[config.mk]
export PLATFORM = sky130hd
export DESIGN_NAME = hold_arbiter
export DESIGN_NICKNAME = d
export VERILOG_FILES = /design/src/rtl/hold_arb_pkg.sv /design/src/rtl/hold_arb_sync.sv /design/src/rtl/hold_arb_master.sv /design/src/rtl/hold_arb_slave.sv /design/src/rtl/hold_arbiter.sv
export SDC_FILE = /design/constraint.sdc
export NUM_CORES = 1
export LEC_CHECK = 0
export BUFFER_PORTS_ARGS = -buffer_cell sky130_fd_sc_hd__buf_2
export CELL_PAD_IN_SITES_DETAIL_PLACEMENT = 0
export CELL_PAD_IN_SITES_GLOBAL_PLACEMENT = 2
export CORE_MARGIN = 1
export CORE_UTILIZATION = 32
export DETAILED_ROUTE_END_ITERATION = 8
export GPL_TIMING_DRIVEN = 0
export PLACE_DENSITY_LB_ADDON = 0.2
export SLEW_MARGIN = 30
export SYNTH_ARGS = -nofsm -noshare
export SYNTH_HDL_FRONTEND = slang
export SYNTH_HIERARCHICAL = 1
export SYNTH_SLANG_ARGS = --single-unit
[constraint.sdc]
create_clock -name clk -period 3.84 [get_ports clk]
set_input_delay 0.768 -clock clk [delete_from_list [all_inputs] [get_ports clk]]
set_output_delay 0.768 -clock clk [all_outputs]
set_load 0.005 [all_outputs]
[src/rtl/hold_arb_pkg.sv]
package hold_arb_pkg;

  typedef enum logic [1:0] {
    MST_OWN   = 2'd0,
    MST_FLOAT = 2'd1,
    MST_GRANT = 2'd2
  } mst_state_t;

  typedef enum logic [1:0] {
    SLV_IDLE = 2'd0,
    SLV_REQ  = 2'd1,
    SLV_OWN  = 2'd2,
    SLV_WAIT = 2'd3
  } slv_state_t;

  // master gives the bus away only between cycles
  function automatic logic mst_take(input logic owning, input logic hold_act,
                                    input logic busy);
    return owning && hold_act && !busy;
  endfunction

  // slave hands the bus back when idle and either done or asked to
  function automatic logic slv_release(input logic owning, input logic busy,
                                       input logic req, input logic hold_act);
    return owning && !busy && (!req || hold_act);
  endfunction

endpackage

[src/rtl/hold_arb_sync.sv]
module hold_arb_sync #(
  parameter int WIDTH  = 2,
  parameter int STAGES = 2
) (
  input  logic             clk,
  input  logic             rst_n,
  input  logic [WIDTH-1:0] d_i,
  output logic [WIDTH-1:0] q_o
);
  logic [WIDTH-1:0] chain [STAGES];

  for (genvar g = 0; g < STAGES; g++) begin : g_stage
    if (g == 0) begin : g_first
      always_ff @(posedge clk or negedge rst_n)
        if (!rst_n) chain[g] <= '1;
        else        chain[g] <= d_i;
    end else begin : g_next
      always_ff @(posedge clk or negedge rst_n)
        if (!rst_n) chain[g] <= '1;
        else        chain[g] <= chain[g-1];
    end
  end

  assign q_o = chain[STAGES-1];
endmodule

[src/rtl/hold_arb_master.sv]
module hold_arb_master
  import hold_arb_pkg::*;
(
  input  logic clk,
  input  logic rst_n,
  input  logic en_i,
  input  logic hold_act_i,
  input  logic cyc_busy_i,
  input  logic loc_req_i,
  output logic bus_oe_o,
  output logic hlda_n_o,
  output logic breq_n_o,
  output logic stall_o
);
  mst_state_t st_q, st_d;
  logic take_w;

  assign take_w = mst_take(st_q == MST_OWN, hold_act_i, cyc_busy_i);

  always_comb begin
    st_d = st_q;
    case (st_q)
      MST_OWN:   if (take_w) st_d = MST_FLOAT;
      MST_FLOAT: st_d = hold_act_i ? MST_GRANT : MST_OWN;
      MST_GRANT: if (!hold_act_i) st_d = MST_OWN;
      default:   st_d = MST_OWN;
    endcase
    if (!en_i) st_d = MST_OWN;
  end

  always_ff @(posedge clk or negedge rst_n)
    if (!rst_n) st_q <= MST_OWN;
    else        st_q <= st_d;

  assign bus_oe_o = (st_q == MST_OWN);
  assign hlda_n_o = (st_q != MST_GRANT);
  assign breq_n_o = !((st_q == MST_GRANT) && loc_req_i);
  assign stall_o  = (st_q != MST_OWN) || take_w;

  AST_MST_NO_EARLY_FLOAT: assert property (@(posedge clk) disable iff (!rst_n || !en_i)
    $fell(bus_oe_o) |-> (!$past(cyc_busy_i) && $past(hold_act_i)));
  AST_MST_ACK_AFTER_FLOAT: assert property (@(posedge clk) disable iff (!rst_n || !en_i)
    $fell(hlda_n_o) |-> (!$past(bus_oe_o) && !bus_oe_o));
  AST_MST_REDRIVE: assert property (@(posedge clk) disable iff (!rst_n || !en_i)
    $rose(hlda_n_o) |-> bus_oe_o);
  AST_MST_BREQ_GRANTED: assert property (@(posedge clk) disable iff (!rst_n || !en_i)
    (!hlda_n_o && loc_req_i) |-> !breq_n_o);
endmodule

[src/rtl/hold_arb_slave.sv]
module hold_arb_slave
  import hold_arb_pkg::*;
(
  input  logic clk,
  input  logic rst_n,
  input  logic en_i,
  input  logic hold_act_i,
  input  logic hlda_act_i,
  input  logic cyc_busy_i,
  input  logic loc_req_i,
  output logic bus_oe_o,
  output logic breq_n_o,
  output logic stall_o
);
  slv_state_t st_q, st_d;
  logic rel_w;

  assign rel_w = slv_release(st_q == SLV_OWN, cyc_busy_i, loc_req_i, hold_act_i);

  always_comb begin
    st_d = st_q;
    case (st_q)
      SLV_IDLE: if (loc_req_i) st_d = SLV_REQ;
      SLV_REQ:  if (!loc_req_i) st_d = SLV_WAIT;
                else if (hlda_act_i) st_d = SLV_OWN;
      SLV_OWN:  if (rel_w) st_d = SLV_WAIT;
      SLV_WAIT: if (!hlda_act_i) st_d = SLV_IDLE;
      default:  st_d = SLV_IDLE;
    endcase
    if (!en_i) st_d = SLV_IDLE;
  end

  always_ff @(posedge clk or negedge rst_n)
    if (!rst_n) st_q <= SLV_IDLE;
    else        st_q <= st_d;

  assign bus_oe_o = (st_q == SLV_OWN);
  assign breq_n_o = !((st_q == SLV_REQ) || (st_q == SLV_OWN));
  assign stall_o  = (st_q != SLV_OWN) || rel_w;

  AST_SLV_OWN_AFTER_ACK: assert property (@(posedge clk) disable iff (!rst_n || !en_i)
    $rose(bus_oe_o) |-> $past(hlda_act_i));
  AST_SLV_OWN_HAS_REQ: assert property (@(posedge clk) disable iff (!rst_n || !en_i)
    bus_oe_o |-> !breq_n_o);
  AST_SLV_NO_EARLY_RELEASE: assert property (@(posedge clk) disable iff (!rst_n || !en_i)
    $fell(bus_oe_o) |-> !$past(cyc_busy_i));
endmodule

[src/rtl/hold_arbiter.sv]
module hold_arbiter #(
  parameter int SYNC_STAGES = 2
) (
  input  logic clk,
  input  logic rst_n,
  input  logic arb_en,
  input  logic slave_mode,
  input  logic loc_req,
  input  logic cyc_busy,
  input  logic hold_n_i,
  input  logic hlda_n_i,
  output logic hlda_n_o,
  output logic hlda_oe_o,
  output logic breq_n_o,
  output logic bus_oe_o,
  output logic loc_stall_o
);
  localparam int NPINS = 2;

  logic [NPINS-1:0] pins_sync;
  logic hold_act, hlda_act;
  logic mst_en, slv_en;
  logic m_bus_oe, m_hlda_n, m_breq_n, m_stall;
  logic s_bus_oe, s_breq_n, s_stall;

  hold_arb_sync #(.WIDTH(NPINS), .STAGES(SYNC_STAGES)) sync_i (
    .clk(clk), .rst_n(rst_n), .d_i({hlda_n_i, hold_n_i}), .q_o(pins_sync));

  assign hold_act = !pins_sync[0];
  assign hlda_act = !pins_sync[1];
  assign mst_en   = arb_en && !slave_mode;
  assign slv_en   = arb_en && slave_mode;

  hold_arb_master mst_i (
    .clk(clk), .rst_n(rst_n), .en_i(mst_en), .hold_act_i(hold_act),
    .cyc_busy_i(cyc_busy), .loc_req_i(loc_req),
    .bus_oe_o(m_bus_oe), .hlda_n_o(m_hlda_n), .breq_n_o(m_breq_n), .stall_o(m_stall));

  hold_arb_slave slv_i (
    .clk(clk), .rst_n(rst_n), .en_i(slv_en), .hold_act_i(hold_act),
    .hlda_act_i(hlda_act), .cyc_busy_i(cyc_busy), .loc_req_i(loc_req),
    .bus_oe_o(s_bus_oe), .breq_n_o(s_breq_n), .stall_o(s_stall));

  always_comb begin
    hlda_oe_o   = 1'b0;
    hlda_n_o    = 1'b1;
    breq_n_o    = 1'b1;
    bus_oe_o    = 1'b1;
    loc_stall_o = 1'b0;
    if (mst_en) begin
      hlda_oe_o   = 1'b1;
      hlda_n_o    = m_hlda_n;
      breq_n_o    = m_breq_n;
      bus_oe_o    = m_bus_oe;
      loc_stall_o = m_stall;
    end else if (slv_en) begin
      breq_n_o    = s_breq_n;
      bus_oe_o    = s_bus_oe;
      loc_stall_o = s_stall;
    end
  end

  AST_DISABLED_IDLE: assert property (@(posedge clk) disable iff (!rst_n)
    !arb_en |-> (bus_oe_o && !loc_stall_o && breq_n_o && hlda_n_o && !hlda_oe_o));
  AST_STALL_NO_BUS: assert property (@(posedge clk) disable iff (!rst_n)
    !bus_oe_o |-> loc_stall_o);
  AST_HLDA_DIR: assert property (@(posedge clk) disable iff (!rst_n)
    slave_mode |-> !hlda_oe_o);
endmodule

==> results of run 1 <==
## stage by stage
stage | hold slack [ns] | instances
after floorplan | 0.345 | 51
after global placement | 0.346 | 78
after detailed placement | 0.348 | 78
after CTS | 0.349 | 81
after global routing | 0.352 | 81
final | 0.351 | 81
## critical path, cell delays in order
cell and delay [ns]:
buf_2 0.13, nor2b_1 0.14, o21ai_2 0.15, mux2i_1 0.09
nor2b_1 0.10, buf_2 0.11
## registers in the layout, indices dropped and copies added, names as in the netlist
signal	cells
slv_i/st_q	2
sync_i/q_o	2
mst_i/st_q	2
sync_i/chain	2
## synth_stat cells
| cell type | count |
|---|---|
| a22oi_1 | 1 |
| nand3b_1 | 2 |
| and4b_1 | 1 |
| ha_1 | 4 |
| nand2b_1 | 1 |
| mux2i_1 | 5 |
| nand2b_2 | 2 |
| o21ai_0 | 3 |
| dfstp_2 | 4 |
| and2b_2 | 1 |
| dfrtp_1 | 4 |
| nor2b_1 | 2 |
| a21oi_1 | 1 |
| nor2_2 | 1 |
| buf_4 | 2 |
| o21ai_2 | 1 |
| o211ai_2 | 1 |
| and2_2 | 1 |
| inv_1 | 7 |
| nand2_1 | 7 |
## how the worst max path moves through the flow
stage | startpoint | end | slack (ns) | cells after the start
detailed placement | loc_req | loc_stall_o | 1.57 | 6
CTS | loc_req | loc_stall_o | 1.57 | 6
global route | slv_i/st_q[0] | breq_n_o | 1.50 | 6
floorplan | loc_req | loc_stall_o | 1.84 | 4
finish | loc_req | loc_stall_o | 1.59 | 6
global placement | loc_req | loc_stall_o | 1.57 | 6
## final cells by class
| cell class | count | area (um2) |
|---|---|---|
| fillers | 134 | 776 |
| clock buffers | 3 | 22.5 |
| multi-input cells | 34 | 259 |
| flip-flops and latches | 8 | 205 |
| repair buffers | 12 | 60.1 |
| plain buffers | 2 | 15.0 |
| well taps | 15 | 18.8 |
| inverters | 7 | 26.3 |
## power groups by stage
stage	Clock, uW	Combinational, uW	Sequential, uW
6_report	57.9	29.2	92.2
4_1_cts	61.9	29.8	92.3
2_1_floorplan	0	18.0	92.8
3_3_place_gp	0	30.0	93.4
5_1_grt	68.3	33.2	92.5
3_5_place_dp	0	29.7	93.5
## cell families (layout without fill, tap and decap cells)
kind of cell	Yosys count	after routing	share of synthesized area [%]
simple gates	18	18	21.8
flops	8	8	40.6
buf+inv	9	24	8.17
compound gates	7	7	9.65
mux	5	5	9.90
fa+ha+maj	4	4	9.90
## layer usage
| layer | track usage, % | vias to the layer above | routed length, um | part of all wire (%) |
|---|---|---|---|---|
| met2 | 15.3 | 8 | 370 | 46 |
| met1 | 14.0 | 156 | 410 | 51 |
| met4 | 7.74 | 0 | 0 | 0 |
| met3 | 3.04 | 0 | 24 | 3.0 |
| li1 | - | 197 | - | - |
| met5 | 0 | - | 0 | 0 |
==> impl_metrics.env, run 1 <==
export IMPL_cts_root_buffer="clkbuf_4"
export IMPL_pin_count=13
export IMPL_grt_max_degree=9
export IMPL_core_area_um2=1380
export IMPL_yosys_warnings=6
export IMPL_post_synth_top_area_fraction_pct=20.8
export IMPL_cts_max_path_buffers=2
export IMPL_report_final_slew_viol_count=0
export IMPL_start_kind="primary input"
export IMPL_via_per_inst=4.46
export IMPL_grt_util_all_layers_pct=10.8
export IMPL_power_switching_uw=39.9
export IMPL_rsz0062_at_grt="false"
export IMPL_tightest_slew_ns=0.201
export IMPL_drv_cap=0
export IMPL_worstPathArrival_ns=1.49
export IMPL_core_rowCount=13
export IMPL_finalHoldViolCount=0
export IMPL_dpl_worst_slack_ns=1.57
export IMPL_finish_instance_area_um2=607
export IMPL_nets=80
export IMPL_cts_setup_buffers=0
export IMPL_dpl_instance_area_um2=584
export IMPL_clk_pin_slew_ns=0.05
export IMPL_relSlewSlack_pct=86.6
export IMPL_tritoncts="done"
export IMPL_setup_violations=0
export IMPL_path_class="primary input to primary output"
export IMPL_grt_pass1_vias=342
export IMPL_syn_nets=63
export IMPL_syn_inst=51
export IMPL_synthToLayoutAreaGrowth_pct=20.0
export IMPL_power_leakage_uw=0.000298
export IMPL_synth_cell_type_count=20
export IMPL_gp_congestion=0.628
export IMPL_ys_ff_latch=8
export IMPL_reg2reg_slack_ns=2.52
export IMPL_antenna_found_initial=0
export IMPL_cts_sink_count=8
export IMPL_combPwrFrac_pct=16.3
export IMPL_initial_core_util_pct=36.6
export IMPL_initialDrtViolationCount=3
export IMPL_r2r_start="slv_i/st_q[0]"
export IMPL_crit_fanout=5
export IMPL_hpwl_um=680
export IMPL_design_die_area_um2=1740
export IMPL_die_h_um=41.7
export IMPL_hold_class="primary input to async pin"
export IMPL_grt_overflow_total=0
export IMPL_status="finished, final reports clean"
export IMPL_required_ns=3.07
export IMPL_drive_gt1_share_pct=42.4
export IMPL_diodes=0
export IMPL_power_share_switching_pct=22.2
export IMPL_post_route_util_pct=43.9
export IMPL_yosysSeqAreaShare_pct=40.6
export IMPL_r2r_end="slv_i/st_q[0]"
export IMPL_drt_total_wl_um=805
export IMPL_final_cell_mix="buf_2, inv_1, nand2_1"
export IMPL_netlist_area_um2=505
export IMPL_period_share_pct=58.7
export IMPL_holdBufCountCts=0
export IMPL_min_period_ns=2.25
export IMPL_fin_tns_setup_ns=0
export IMPL_htreeDepth=1
export IMPL_drtPass1Iterations=2
export IMPL_power_total_uw=179
export IMPL_cp_end_kind="primary output"
export IMPL_grt_pass1_wl_um=1420
export IMPL_intPower_uw=139
export IMPL_p_per_area_nw_per_um2=296
export IMPL_irDropWorstVdd_mv=0.203
export IMPL_finalWorstSetupSlack_ns=1.59
export IMPL_fmax_mhz=444
export IMPL_synthTopCellsByArea="dfstp_2, dfrtp_1, ha_1"
export IMPL_synth_area_per_cell_um2=9.91
export IMPL_io_buffers=12
export IMPL_synth_top_area_cell="dfstp_2"
export IMPL_reg2reg_depth=5
export IMPL_die_width_um=41.7
export IMPL_clockPowerShare_pct=32.3
export IMPL_clk_latency_ns=0.24
export IMPL_pwr_share_seq_pct=51.4
export IMPL_route_antenna_remaining_nets=0
export IMPL_wl_per_cell_um=9.94
export IMPL_cts_resized=0
export IMPL_drcViolationCount=0
export IMPL_final_common_cell="buf_2"
export IMPL_fin_worst_skew_ns=0.00179
export IMPL_cts_buffers=3
export IMPL_num_vias=361
No activity file was read; power rests on OpenSTA's default activity.
==> run 2, diff against run 1 <==
--- a/config.mk
+++ b/config.mk
@@ -9,7 +9,7 @@
 export CELL_PAD_IN_SITES_DETAIL_PLACEMENT = 0
 export CELL_PAD_IN_SITES_GLOBAL_PLACEMENT = 2
 export CORE_MARGIN = 1
-export CORE_UTILIZATION = 32
+export CORE_UTILIZATION = 26
 export DETAILED_ROUTE_END_ITERATION = 8
 export GPL_TIMING_DRIVEN = 0
 export PLACE_DENSITY_LB_ADDON = 0.2
==> constraint.sdc (replaced) <==
create_clock -name clk -period 2 [get_ports clk]
set_input_delay 0.4 -clock clk [delete_from_list [all_inputs] [get_ports clk]]
set_output_delay 0.4 -clock clk [all_outputs]
set_load 0.005 [all_outputs]
==> run 2 against run 1 <==
  * Final cell count up 14%
  * Register-to-register slack worse by 1.8 ns
  * Global-route usage down 0.91 points
  * First-iteration DRC count up 33%
  * Wire length up 6.1%
  * Die area up 22%
  * Setup slack worse by 1.5 ns
  * Combinational power up 96%
  * Non-clock buffer count up 1
  * Clock-buffer cell count unchanged
  * Core utilization down 8.6 points
  * Largest cell class unchanged
==> impl_metrics.env, run 2 (synthesized netlist as in run 1, its figures left out) <==
export IMPL_relSlewSlack_pct=87.4
export IMPL_irDropWorstVdd_mv=0.438
export IMPL_status="finished, final reports clean"
export IMPL_path_class="flop to primary output"
export IMPL_clk_pin_slew_ns=0.05
export IMPL_gp_congestion=0.744
export IMPL_num_vias=387
export IMPL_tightest_slew_ns=0.189
export IMPL_seq_area_um2=205
export IMPL_antenna_found_initial=0
export IMPL_report_final_slew_viol_count=0
export IMPL_power_total_uw=350
export IMPL_min_period_ns=1.86
export IMPL_crit_fanout=4
export IMPL_hold_class="primary input to flop"
export IMPL_intPower_uw=269
export IMPL_design_die_area_um2=2120
export IMPL_cts_buffers=3
export IMPL_pin_count=13
export IMPL_final_cells=92
export IMPL_fin_tns_setup_ns=0
export IMPL_dpl_instance_area_um2=597
export IMPL_cp_end_kind="primary output"
export IMPL_grt_overflow_total=0
export IMPL_required_ns=1.60
export IMPL_holdWs_ns=0.250
export IMPL_p_per_area_nw_per_um2=557
export IMPL_finish_instance_area_um2=629
export IMPL_hpwl_um=721
export IMPL_htreeDepth=1
export IMPL_grt_max_degree=9
export IMPL_grt_pass1_wl_um=1410
export IMPL_clockPowerShare_pct=33.2
export IMPL_power_leakage_uw=0.000302
export IMPL_cts_resized=0
export IMPL_drtPass1Iterations=3
export IMPL_multi_input_area_um2=259
export IMPL_tritoncts="done"
export IMPL_wl_per_cell_um=9.28
export IMPL_rsz0062_at_grt="false"
export IMPL_period_share_pct=93.2
export IMPL_drive_gt1_share_pct=41.8
export IMPL_cts_root_buffer="clkbuf_4"
export IMPL_power_switching_uw=81.1
export IMPL_core_area_um2=1780
export IMPL_combPwrFrac_pct=16.3
export IMPL_start_kind="flop"
export IMPL_grt_pass1_vias=353
export IMPL_cts_sink_count=8
export IMPL_clk_latency_ns=0.25
export IMPL_fmax_mhz=536
export IMPL_cts_max_path_buffers=2
export IMPL_finalHoldViolCount=0
export IMPL_final_common_cell="buf_2"
export IMPL_die_width_um=46.1
export IMPL_pwr_share_seq_pct=50.5
export IMPL_route_antenna_remaining_nets=0
export IMPL_nets=81
export IMPL_final_cell_mix="buf_2, inv_1, nand2_1"
export IMPL_fin_worst_skew_ns=0.000303
export IMPL_drt_total_wl_um=854
export IMPL_initialDrtViolationCount=4
export IMPL_io_buffers=12
export IMPL_setup_violations=0
export IMPL_placed_cells=88
export IMPL_diodes=0
export IMPL_grt_util_all_layers_pct=9.93
export IMPL_core_rowCount=15
export IMPL_die_h_um=46.1
export IMPL_initial_core_util_pct=28.4
export IMPL_fillCellCount=200
export IMPL_power_share_switching_pct=23.1
export IMPL_via_per_inst=4.21
export IMPL_drcViolationCount=0
export IMPL_drv_cap=0
export IMPL_synthToLayoutAreaGrowth_pct=24.5
export IMPL_worstPathArrival_ns=1.46
-- run 2: cell types whose count changed in the layout (fill, tap and decap cells not counted) --
cell / change
dlygate4sd3_1: +1
-- run 2: worst paths after layout --
| kind | slack (ns) | endpoint | from | cells after the start |
|---|---|---|---|---|
| max in group asynchronous | 1.25 | sync_i/q_o[1] | rst_n | 2 |
| worst min-delay path | 0.25 | sync_i/chain[2] | hold_n_i | 1 |
| worst min register to register | 0.36 | sync_i/q_o[1] | sync_i/chain[3] | 0 |
| worst max-delay path | 0.14 | loc_stall_o | sync_i/q_o[0] | 7 |
| worst max register to register | 0.70 | slv_i/st_q[0] | slv_i/st_q[0] | 5 |
| min in group asynchronous | 0.51 | mst_i/st_q[0] | rst_n | 2 |
-- run 2: per-stage QoR --
| step | util [%] | worst slack, ns |
|---|---|---|
| final | 35.3 | 0.136 |
| after global routing | 35.3 | 0.0272 |
| after CTS | 35.3 | 0.119 |
| after detailed placement | 33.5 | 0.400 |
| after global placement | 33.5 | 0.388 |
| after floorplan | - | 0.593 |
-- run 2: power by group through the flow --
stage	clock network (uW)	registers [uW]	logic (uW)
after floorplan	0	178	34.5
after global placement	0	180	57.0
after detailed placement	0	180	57.1
after CTS	122	177	58.9
after global routing	137	178	65.0
final	116	177	57.3
-- run 2: timing repair --
item,in CTS,in global routing
setup buffers,0,0
hold buffers,1,0
hold endpoints to repair,4,0
-- run 2: routing by layer --
layer  track usage [%]  up-vias  share of wire, %
li1                  -      200                 -
met1              13.3      177                46
met3              4.71        3               4.2
met4              5.29        0               1.1
met2              13.0        7                49
met5                 0        -                 0
-- run 2: cell type report --
| type | instances | share of cell area (%) |
|---|---|---|
| multi-input combinational | 34 | 41.2 |
| sequential | 8 | 32.6 |
| timing repair buffer | 13 | 11.1 |
| tap | 25 | 4.97 |
| inverter | 7 | 4.17 |
| clock buffer | 3 | 3.58 |
| buffer | 2 | 2.39 |
-- run 2: worst max-delay path, stage by stage (launching register included) --
cell	delay, ns
dfstp_2	0.51
buf_4	0.09
inv_1	0.06
nor2b_1	0.15
o21ai_2	0.09
mux2i_1	0.14
nor2b_1	0.06
buf_2	0.12
==> run 3, diff against run 2 <==
--- a/config.mk
+++ b/config.mk
@@ -10,9 +10,11 @@
 export CELL_PAD_IN_SITES_GLOBAL_PLACEMENT = 2
 export CORE_MARGIN = 1
 export CORE_UTILIZATION = 26
+export CTS_CLUSTER_DIAMETER = 100
 export DETAILED_ROUTE_END_ITERATION = 8
 export GPL_TIMING_DRIVEN = 0
-export PLACE_DENSITY_LB_ADDON = 0.2
+export PLACE_DENSITY = 0.71
+export REMOVE_ABC_BUFFERS = 1
 export SLEW_MARGIN = 30
 export SYNTH_ARGS = -nofsm -noshare
 export SYNTH_HDL_FRONTEND = slang
==> run 3 against run 2 <==
  * Clock power up 14%
  * Total power rose by 3.6%
  * Die area is the same
  * Core utilization fell by 0.63 points
  * Setup slack improved by 0.036 ns
  * Global-route usage down 1.3 points
  * Non-clock buffer count decreased by 2
==> impl_metrics.env, run 3 (synthesized netlist as in run 1, its figures left out) <==
export IMPL_status="finished, final reports clean"
export IMPL_fin_tns_setup_ns=0
export IMPL_via_per_inst=4.15
export IMPL_drive_gt1_share_pct=39.4
export IMPL_intPower_uw=275
export IMPL_die_h_um=46.1
export IMPL_crit_path_frequent_cell="inv_1"
export IMPL_grt_pass1_wl_um=1230
export IMPL_path_class="flop to primary output"
export IMPL_power_leakage_uw=0.000294
export IMPL_final_common_cell="buf_2"
export IMPL_power_share_switching_pct=24.3
export IMPL_route_antenna_remaining_nets=0
export IMPL_start_kind="flop"
export IMPL_hold_class="primary input to flop"
export IMPL_gp_congestion=0.716
export IMPL_finalHoldViolCount=0
export IMPL_drv_cap=0
export IMPL_relSlewSlack_pct=86.2
export IMPL_clk_latency_ns=0.25
export IMPL_finish_instance_area_um2=618
export IMPL_power_switching_uw=88.4
export IMPL_wl_per_cell_um=8.91
export IMPL_core_area_um2=1780
export IMPL_period_share_pct=91.4
export IMPL_irDropWorstVdd_mv=0.401
export IMPL_synthToLayoutAreaGrowth_pct=22.3
export IMPL_grt_util_all_layers_pct=8.58
export IMPL_initialDrtViolationCount=4
export IMPL_min_period_ns=1.83
export IMPL_required_ns=1.60
export IMPL_pin_count=13
export IMPL_critical_path_max_stage_delay_ns=0.43
export IMPL_cts_root_buffer="clkbuf_4"
export IMPL_drt_total_wl_um=811
export IMPL_cts_buffers=3
export IMPL_path_cells="inv_1 -> ha_1 -> inv_1 -> mux2i_1 -> nand2_1 -> buf_2"
export IMPL_initial_core_util_pct=28.4
export IMPL_cts_resized=0
export IMPL_tritoncts="done"
export IMPL_critical_path_slowest_cell="dfrtp_1"
export IMPL_combPwrFrac_pct=15.0
export IMPL_drcViolationCount=0
export IMPL_hpwl_um=672
export IMPL_rsz0062_at_grt="false"
export IMPL_io_buffers=12
export IMPL_grt_overflow_total=0
export IMPL_fin_worst_skew_ns=0.00925
export IMPL_fmax_mhz=547
export IMPL_crit_fanout=6
export IMPL_final_cell_mix="buf_2, inv_1, nand2_1"
export IMPL_die_width_um=46.1
export IMPL_cts_sink_count=8
export IMPL_core_rowCount=15
export IMPL_clockPowerShare_pct=36.4
export IMPL_setup_violations=0
export IMPL_holdWs_ns=0.249
export IMPL_cp_end_kind="primary output"
export IMPL_p_per_area_nw_per_um2=587
export IMPL_grt_max_degree=9
export IMPL_diodes=0
export IMPL_design_die_area_um2=2120
export IMPL_tightest_slew_ns=0.207
export IMPL_drtPass1Iterations=3
export IMPL_pwr_share_seq_pct=48.6
export IMPL_holdBufCountCts=1
export IMPL_dpl_instance_area_um2=582
export IMPL_grt_pass1_vias=307
export IMPL_nets=79
export IMPL_clk_pin_slew_ns=0.06
export IMPL_htreeDepth=1
export IMPL_cts_max_path_buffers=2
export IMPL_antenna_found_initial=0
export IMPL_report_final_slew_viol_count=0
export IMPL_num_vias=378
export IMPL_worstPathArrival_ns=1.43
export IMPL_cts_setup_buffers=0
-- run 3: cell types whose count changed in the layout (fill, tap and decap cells not counted) --
cell | before | now
buf_4 | 2 | 0
clkbuf_1 | 0 | 1
-- run 3: critical path, delay by kind of cell (launching register included) --
family	cells	cell delay (ns)
flops	1	0.43
fa+ha+maj	1	0.29
simple gates	1	0.06
mux	1	0.14
buf+inv	3	0.25
-- run 3: per-stage QoR --
| stage | util, % | cells | setup slack (ns) | power, uW |
|---|---|---|---|---|
| after floorplan | - | 49 | 0.638 | 210 |
| after global placement | 32.6 | 86 | 0.430 | 234 |
| after detailed placement | 32.6 | 86 | 0.449 | 233 |
| after CTS | 34.7 | 91 | 0.156 | 372 |
| after global routing | 34.7 | 91 | 0.0577 | 385 |
| final | 34.7 | 91 | 0.172 | 363 |
-- run 3: path summary, 6_finish.rpt --
path / start / to / slack [ns] / cells after the start
worst max-delay path: slv_i/st_q[0] / breq_n_o / 0.17 / 6
worst min-delay path: hlda_n_i / sync_i/chain[3] / 0.25 / 1
min in group asynchronous: rst_n / slv_i/st_q[1] / 0.51 / 2
max in group asynchronous: rst_n / sync_i/chain[2] / 1.24 / 2
worst min register to register: sync_i/chain[3] / sync_i/q_o[1] / 0.34 / 0
worst max register to register: slv_i/st_q[0] / slv_i/st_q[1] / 0.69 / 5
-- run 3: area by class of cell --
type                            count  area [um2]
Clock buffer                        4        26.3
Timing Repair Buffer               13        70.1
Multi-Input combinational cell     34         259
Inverter                            7        26.3
Tap cell                           25        31.3
Fill cell                         180        1160
Sequential cell                     8         205
-- run 3: layer usage --
| layer | GRT usage, % | vias up | part of all wire, % |
|---|---|---|---|
| li1 | - | 195 | - |
| met1 | 10.3 | 170 | 48 |
| met2 | 13.5 | 13 | 45 |
| met3 | 3.53 | 0 | 6.7 |
| met4 | 3.53 | 0 | 0 |
| met5 | 0 | - | 0 |
-- run 3: power by group through the flow --
stage,Clock (uW),Sequential (uW),Combinational (uW)
finish,132,176,54.6
global route,146,177,62.0
CTS,140,176,55.8
detailed placement,0,179,54.2
global placement,0,179,54.9
floorplan,0,178,31.8
